[src/rtl/dac_wr_pkg.sv]
package dac_wr_pkg;
  localparam int CODE_W  = 12;
  localparam int MODE_W  = 2;
  localparam int PAD_W   = 2;
  localparam int FRAME_W = PAD_W + MODE_W + CODE_W;

  typedef enum logic [1:0] {
    ST_IDLE  = 2'd0,
    ST_LEAD  = 2'd1,
    ST_SHIFT = 2'd2,
    ST_TAIL  = 2'd3
  } wr_state_t;

  // Zero pad on top, then mode, then code; MSB leaves first.
  function automatic logic [FRAME_W-1:0] pack_word(
      input logic [MODE_W-1:0] mode, input logic [CODE_W-1:0] code);
    return {{PAD_W{1'b0}}, mode, code};
  endfunction
endpackage

[src/rtl/dac_tick_timer.sv]
module dac_tick_timer #(
  parameter int LIMIT = 2
) (
  input  logic clk,
  input  logic rst_n,
  input  logic run,
  output logic expire
);
  localparam int CW = (LIMIT > 1) ? $clog2(LIMIT) : 1;

  logic [CW-1:0] cnt;

  assign expire = run && (cnt == CW'(LIMIT - 1));

  always_ff @(posedge clk or negedge rst_n) begin
    if (!rst_n)               cnt <= '0;
    else if (!run || expire)  cnt <= '0;
    else                      cnt <= cnt + 1'b1;
  end
endmodule

[src/rtl/dac_frame_shift.sv]
module dac_frame_shift #(
  parameter int W = 16
) (
  input  logic                        clk,
  input  logic                        rst_n,
  input  logic                        load,
  input  logic [W-1:0]                frame_in,
  input  logic                        shift_en,
  input  logic                        fall_en,
  output logic                        msb_o,
  output logic                        last_fall_o,
  output logic [$clog2(W+1)-1:0]      falls_o
);
  localparam int NW = $clog2(W + 1);

  logic [W-1:0]  sr;
  logic [NW-1:0] falls;

  assign msb_o       = sr[W-1];
  assign falls_o     = falls;
  assign last_fall_o = (falls == NW'(W));

  always_ff @(posedge clk or negedge rst_n) begin
    if (!rst_n) begin
      sr    <= '0;
      falls <= '0;
    end else if (load) begin
      sr    <= frame_in;
      falls <= '0;
    end else begin
      if (shift_en) sr    <= {sr[W-2:0], 1'b0};
      if (fall_en)  falls <= falls + 1'b1;
    end
  end

  // The fall counter never passes the frame length.
  assert_fall_limit_R5: assert property (@(posedge clk) disable iff (!rst_n)
    falls <= NW'(W));
endmodule

[src/rtl/dac_frame_writer.sv]
module dac_frame_writer
  import dac_wr_pkg::*;
#(
  parameter int HALF_DIV = 2,
  parameter int GAP_CYC  = 3
) (
  input  logic              clk,
  input  logic              rst_n,
  input  logic              in_valid,
  output logic              in_ready,
  input  logic [CODE_W-1:0] in_code,
  input  logic [MODE_W-1:0] in_mode,
  input  logic              abort,
  output logic              sync_o,
  output logic              sclk_o,
  output logic              sdata_o,
  output logic              busy,
  output logic              done
);
  localparam int NW = $clog2(FRAME_W + 1);

  wr_state_t state, state_nx;
  logic sync_q, sclk_q, shift_q, done_q;
  logic half_tick, gap_tick;
  logic msb, last_fall;
  logic [NW-1:0] falls;

  // Named events for the assertions.
  logic accept, rise_ev, fall_ev, end_ev, abort_ev;

  dac_tick_timer #(.LIMIT(HALF_DIV)) u_half (
    .clk(clk), .rst_n(rst_n), .run(state == ST_SHIFT), .expire(half_tick));

  dac_tick_timer #(.LIMIT(GAP_CYC)) u_gap (
    .clk(clk), .rst_n(rst_n),
    .run((state == ST_LEAD) || (state == ST_TAIL)), .expire(gap_tick));

  dac_frame_shift #(.W(FRAME_W)) u_shift (
    .clk(clk), .rst_n(rst_n), .load(accept),
    .frame_in(pack_word(in_mode, in_code)),
    .shift_en(rise_ev && (falls != '0)), .fall_en(fall_ev),
    .msb_o(msb), .last_fall_o(last_fall), .falls_o(falls));

  assign accept   = in_valid && (state == ST_IDLE);
  assign abort_ev = abort && (state == ST_SHIFT);
  assign rise_ev  = (state == ST_SHIFT) && half_tick && !sclk_q && !last_fall && !abort;
  assign fall_ev  = (state == ST_SHIFT) && half_tick &&  sclk_q && !abort;
  assign end_ev   = (state == ST_SHIFT) && half_tick && !sclk_q &&  last_fall;

  always_comb begin
    state_nx = state;
    unique case (state)
      ST_IDLE:  if (accept)            state_nx = ST_LEAD;
      ST_LEAD:  if (gap_tick)          state_nx = ST_SHIFT;
      ST_SHIFT: if (abort_ev || end_ev) state_nx = ST_TAIL;
      ST_TAIL:  if (gap_tick)          state_nx = ST_IDLE;
      default:                         state_nx = ST_IDLE;
    endcase
  end

  always_ff @(posedge clk or negedge rst_n) begin
    if (!rst_n) begin
      state   <= ST_IDLE;
      sync_q  <= 1'b0;
      shift_q <= 1'b0;
      sclk_q  <= 1'b0;
      done_q  <= 1'b0;
    end else begin
      state   <= state_nx;
      sync_q  <= (state_nx == ST_LEAD) || (state_nx == ST_TAIL);
      shift_q <= (state_nx == ST_SHIFT);
      done_q  <= (state == ST_TAIL) && gap_tick;
      if (rise_ev)               sclk_q <= 1'b1;
      else if (fall_ev)          sclk_q <= 1'b0;
      else if (state == ST_TAIL) sclk_q <= 1'b0;
    end
  end

  assign sync_o   = sync_q;
  assign sclk_o   = sclk_q;
  assign sdata_o  = shift_q & msb;
  assign busy     = (state != ST_IDLE);
  assign in_ready = (state == ST_IDLE);
  assign done     = done_q;

  assert_rise_in_frame_R3: assert property (@(posedge clk) disable iff (!rst_n)
    $rose(sclk_o) |-> !sync_o);
  assert_data_hold_R2: assert property (@(posedge clk) disable iff (!rst_n)
    $fell(sclk_o) |-> $stable(sdata_o));
  assert_idle_low_R6: assert property (@(posedge clk) disable iff (!rst_n)
    !busy |-> (!sync_o && !sclk_o && !sdata_o));
  assert_accept_busy_R7: assert property (@(posedge clk) disable iff (!rst_n)
    (in_valid && in_ready) |=> busy);
  assert_done_pulse_R8: assert property (@(posedge clk) disable iff (!rst_n)
    done |=> !done);
  assert_abort_rise_R9: assert property (@(posedge clk) disable iff (!rst_n)
    abort_ev |=> sync_o);
endmodule

[config.mk]
export PLATFORM = sky130hd
export DESIGN_NAME = dac_frame_writer
export DESIGN_NICKNAME = d
export VERILOG_FILES = /design/src/rtl/dac_wr_pkg.sv /design/src/rtl/dac_tick_timer.sv /design/src/rtl/dac_frame_shift.sv /design/src/rtl/dac_frame_writer.sv
export SDC_FILE = /design/constraint.sdc
export NUM_CORES = 1
export LEC_CHECK = 0
export ABC_AREA = 1
export ABC_CLOCK_PERIOD_IN_PS = 1700
export BUFFER_PORTS_ARGS = -buffer_cell sky130_fd_sc_hd__buf_4
export CAP_MARGIN = 40
export CORE_MARGIN = 4
export CORE_UTILIZATION = 52
export CTS_BUF_LIST = sky130_fd_sc_hd__clkbuf_4 sky130_fd_sc_hd__clkbuf_8
export DETAILED_ROUTE_END_ITERATION = 8
export GPL_ROUTABILITY_DRIVEN = 1
export PLACE_DENSITY_LB_ADDON = 0.12
export SYNTH_ARGS = -nofsm -noshare
export SYNTH_HDL_FRONTEND = slang
export SYNTH_SLANG_ARGS = --single-unit
[constraint.sdc]
create_clock -name clk -period 1.7 [get_ports clk]
set_clock_uncertainty 0.2 [all_clocks]
set_input_delay 0.17 -clock clk [delete_from_list [all_inputs] [get_ports clk]]
set_output_delay 0.17 -clock clk [all_outputs]
set_load 0.01 [all_outputs]
# Word-level counts from Yosys, hierarchy flattened
# Cells that the tools add are included.
# totals
reg_bits	30
latch_bits	0
ram_bits	0
romBits	0
input_bits	18
out_inout_bits	6
word_cells	64
mem_count	0
# op_classes
addsub	3
n_mul	0
div	0
n_lt_le_gt_ge	0
eq_ne	8
n_shift	0
muxes	14
n_bitwise	1
reduce_logical	29
# ops
cell	n
two-way mux 16 bit	2
logical AND 1 bit	13
== test 2 bit (second input constant)	5
two-way mux 2 bit	5
two-way mux 5 bit	2
one-hot mux 2 bit (4 select lines)	1
nonzero test 2 bit	3
adder 5 x 1 -> 5 bit (second input constant)	1
== test 5 bit (second input constant)	1
logical NOT 1 bit	5
logical OR 1 bit	5
nonzero test 5 bit	1
== test 2 x 1 -> 1 bit (second input constant)	2
two-way mux 1 bit	4
nonzero test 3 bit	1
adder 2 x 1 -> 2 bit (second input constant)	1
logical NOT 2 bit	1
adder 1 bit (second input constant)	1
bitwise AND 1 bit	1

# Logic depth before layout (Yosys ltp)
# logic_depth
ltp_word	10
ltp_mapped	8
ltp_nobuf	7

# Modules after synthesis
# A second synthesis with hierarchy kept.
# unflattened
hier_cells	172
area_unflattened_um2	1485.2
# modules_own_cells
mod	instances	cells_per_inst	area_per_inst_um2	seq_area_each_um2
dac_frame_shift	1	118	1067.3	525.5
dac_frame_writer	1	39	286.5	125.1
dac_tick_timer at u_gap	1	10	88.8	50.0
dac_tick_timer at u_half	1	5	42.5	25.0

# Worst setup path before layout
# No wires, ideal clock.
# synth_timing
path_type	reg-to-reg
from	register u_shift.falls[0], in the netlist u_shift.falls_o[0]
to	register u_shift.sr[6]
setup_ns	0.116
arrival_time_ns	1.291
required_ns	1.384
setup_slack_ns	0.093
stages_incl_launch_ff	8
path_buffers	1
synth_period_minus_slack_ns	1.607
path_cell_list	dfrtp_1 > inv_1 > ha_1 > a21oi_1 > nand2_4 > buf_4 > nand3_1 > nand2_1
# synth_via
elab_chain_cells	6
word_cells_on_any_way	7
classes_between	eq/ne (1); reduce/logical (6)
# synth_rtl
element	line	text
start: declaration	dac_frame_shift.sv:17	logic [NW-1:0] falls;
start signal: assignment	dac_frame_shift.sv:32	if (fall_en) falls <= falls + 1'b1;
== test 5 bit	dac_frame_shift.sv:21	assign last_fall_o = (falls == NW'(W));
logical NOT 1 bit	dac_frame_writer.sv:46	assign rise_ev = (state == ST_SHIFT) && half_tick && !sclk_q && !last_fall && !abort;
logical AND 1 bit (2 in series)	dac_frame_writer.sv:46	
logical AND 1 bit *	dac_frame_writer.sv:41	.shift_en(rise_ev && (falls != '0)), .fall_en(fall_ev),
nonzero test 2 bit (no source line) *	-	
end signal: assignment	dac_frame_shift.sv:28	sr <= frame_in;
end signal: assignment	dac_frame_shift.sv:31	if (shift_en) sr <= {sr[W-2:0], 1'b0};
end: declaration	dac_frame_shift.sv:16	logic [W-1:0] sr;
# Mark *: on every way between the ends. The rest lies on a longest branch, timed or not.
# A chain may end at the register's enable or synchronous reset.

# Worst setup path after layout
# layout_timing
from	register u_shift.falls[0], in the netlist u_shift.falls_o[0]
to	register u_shift.sr[13]
# Same word-level chain as after synthesis.

==> run summary <==
### Outcome
• outcome: finished, final reports clean

### Die
• vertical extent of the die: 62.3 µm
• initial cell density of the core: 0.551
• die area: 3880 µm²
• number of ports placed on the die boundary: 24
• overall die width: 62.3 µm
• area of the core region: 2780 µm²
• total number of placement rows: 19

### Synthesis
• yosys synthesis warning count: 0
• dominant combinational cell family by area after synthesis: simple AND/OR/NAND/NOR gates
• net count of the mapped netlist: 217
• sequential-to-total area share from yosys stat: 0.490
• Mapped Cells: 196
• post-synthesis area per instance: 7.81 µm²
• library cells used by synthesis: 20
• Synth Area in Compound Gates: 0.0253
• post-synthesis adder-cell area fraction: 0.0245
• xor and xnor area share after synthesis: 0.00572
• proportion of synthesized area in mux cells: 0
• flip-flop and latch count after synthesis: 30
• Cell Area, Synth: 1530 µm²
• simple-gate share of the synthesized area: 0.391

### Worst setup path
• highest-delay cell along the critical path: dfrtp_1
• most frequent cell on the critical path: nand2_1
• Max Fanout on Critical Path: 18
• delay of the slowest critical-path stage: 0.35 ns
• sort of element at the start of the critical path: flip-flop
• Crit path arrival time: 1.62 ns
• flop2flop setup slack: 0.14 ns
• required time of the critical path: 1.77 ns
• type of the worst setup path: flip-flop to flip-flop
• Cell Chain, Critical Path: inv_1 > ha_1 > a21oi_2 > nand2_4 > nand2_8 > nand2_1 > nand2_1
• endpoint type of the worst setup path: flip-flop

### Pwr
• Leakage Power: 0.00109 µW
• power per standard cell area: 1210 nW/µm²
• maximum ir drop on the vdd rail: 1010 µV

### Detailed routing
• Final ANT Viol Nets: 0
• First-pass DRT Iterations: 6
• average vias per placed instance: 5.00
• total via count in the routed design: 1354
• post-route DRC violation count: 0
• detailed router's first-iteration violation count: 116
• Wirelength per Cell: 11.6 µm
• overall routed net length: 3.14 mm

### Clock network
• CTS tree: yes
• root buffer selected by CTS: clkbuf_4
• clk_lat worst skew: 0.33 ns
• H-Tree Level Count: 2
• number of buffers created by CTS: 5
• buffer depth of the longest clock path: 2
• clock sink count: 30
• clock-pin slew on the worst setup and hold paths: 0.11 ns

### Cells and area
• final design utilization: 0.712
• Final #Nets: 260
• fraction of final layout cells sized beyond drive strength 1: 0.192
• final non-filler cell area: 1980 µm²
• number of diodes added for antenna fixing: 0
• area added between synthesis and finish: 29.3%

### STA
• fin worst setup slack: 0.144 ns
• final critical delay including setup and external delays: 1.56 ns
• worst slack on hold paths: 0.0954 ns
• count of final hold-check violations: 0
• final-layout setup total negative slack: 0 ns
• # setup viols final: 0
• Worst Tran Pin Value: 0.381 ns
• achievable frequency: 643 MHz
• unrepaired setup endpoints after global routing: no
• ratio of final minimum period to clock period: 0.915
• relative max-transition margin: 0.746
• fin. max-slew vios: 0

### GRT
• first-pass GRT wire length: 5.69 mm
• maximum number of pins on one net before global-route repair: 35
• overall overflow remaining after global route: 0
• vias in the first global route: 1339
• number of antenna violations at the first check in global routing: 0
• global routing usage summed across all routing layers: 0.178

### Placed design
• dpl cell area: 1740 µm²
• IO buf count: 23
• minimum setup slack after placement: 0.0388 ns
• DPL Wire Length: 2.07 mm
• Routability Congestion: 0.852

### Worst hold path
• kind of path behind the tightest hold check: input pin to async pin

### Flow run
• number of max-cap violations: 0

==> final cells by class <==
class	instances	area, µm²
sequential	30	752
inverter	13	50.0
multi-input combinational	146	701
fill	222	801
clock buffer	6	51.3
timing repair buffer	43	375
tap	31	38.8
clock inverter	2	12.5
==> what timing repair did <==
| action | CTS | global route |
|---|---|---|
| endpoints found under the setup margin | 0 | 18 |
| setup buffers | 0 | 0 |
| resized for setup | 0 | 5 |
| hold buffers | 16 | 0 |
| hold endpoints to repair | 49 | 0 |
==> cell families (layout without fill, tap and decap cells) <==
kind of cell    count (synthesis)  in the layout
simple gates                  135            135
flops                          30             30
buf+inv                        20             64
compound gates                  7              7
fa+ha+maj                       3              3
xor+xnor                        1              1
==> layout by cell type (no fill, tap or decap), types with 2 or more instances in the layout <==
cell and n:
buf_4 26, clkbuf_4 5, clkinv_2 2, dfrtp_1 29
dlygate4sd3_1 16, ha_1 3, inv_1 12, nand2_1 89
nand2_4 2, nand3_1 24, nand4_1 2, nor2_1 12
nor2_4 3, o21ai_0 4
==> Yosys cell counts <==
cell type  number  area [µm²]
o21bai_1        1        7.51
dfrtp_1        30         751
a21oi_1         1        5.00
nand2_1        89         334
nand2_4         3        33.8
nand4_1         2        12.5
o21ai_0         4        20.0
buf_4           3        22.5
buf_2           3        15.0
inv_2           1        3.75
inv_1          12        45.0
buf_6           1        11.3
nor2_2          2        12.5
nand3_4         1        17.5
o22ai_1         1        6.26
nor2_1         12        45.0
nand3_1        24         120
xor2_1          1        8.76
nor2_4          2        22.5
ha_1            3        37.5
==> routing by layer <==
metal / share of wire / global-route usage / up-vias
met2: 0.48 / 0.281 / 30
met5: 0 / 0 / -
met1: 0.46 / 0.224 / 622
met4: 0.0054 / 0.0663 / 0
met3: 0.048 / 0.0631 / 2
li1: - / - / 700
==> report_power, final <==
group	internal (µW)	total (µW)	switching, µW
Sequential	926	1070	140
Clock	199	454	255
Combinational	377	879	502
Total	1500	2400	897
==> worst max-delay path, delay by kind of cell (launching register included) <==
kind	cells	cell delay, ns
AOI/OAI and AO/OA	1	0.21
buffers and inverters	1	0.07
DFF	1	0.35
and+or+nand+nor	4	0.45
adders and majority gates	1	0.23
==> flip-flops by register name, summed over array words and instances (netlist names) <==
name / cells
u_shift.sr: 16
u_shift.falls_o: 5
state: 2
u_gap.cnt: 2
done: 1
sclk_o: 1
shift_q: 1
sync_o: 1
u_half.cnt: 1
==> through the flow <==
stage / std cells / total power (µW)
after global routing: 271 / 2620
final: 271 / 2400
after detailed placement: 247 / 1920
after floorplan: 196 / 1670
after global placement: 247 / 1890
after CTS: 271 / 2410
==> worst paths after layout <==
check	start	end	cells after the start
setup / recovery	u_shift.falls_o[0]	u_shift.sr[13]	7
hold / removal	rst_n	u_shift.falls_o[2]	2
setup reg to reg	u_shift.falls_o[0]	u_shift.sr[13]	7
hold reg to reg	u_gap.cnt[0]	u_gap.cnt[0]	1
max in group asynchronous	rst_n	state[1]	2
min in group clk	in_valid	u_shift.sr[2]	5
(Power assumes the default switching activity.)
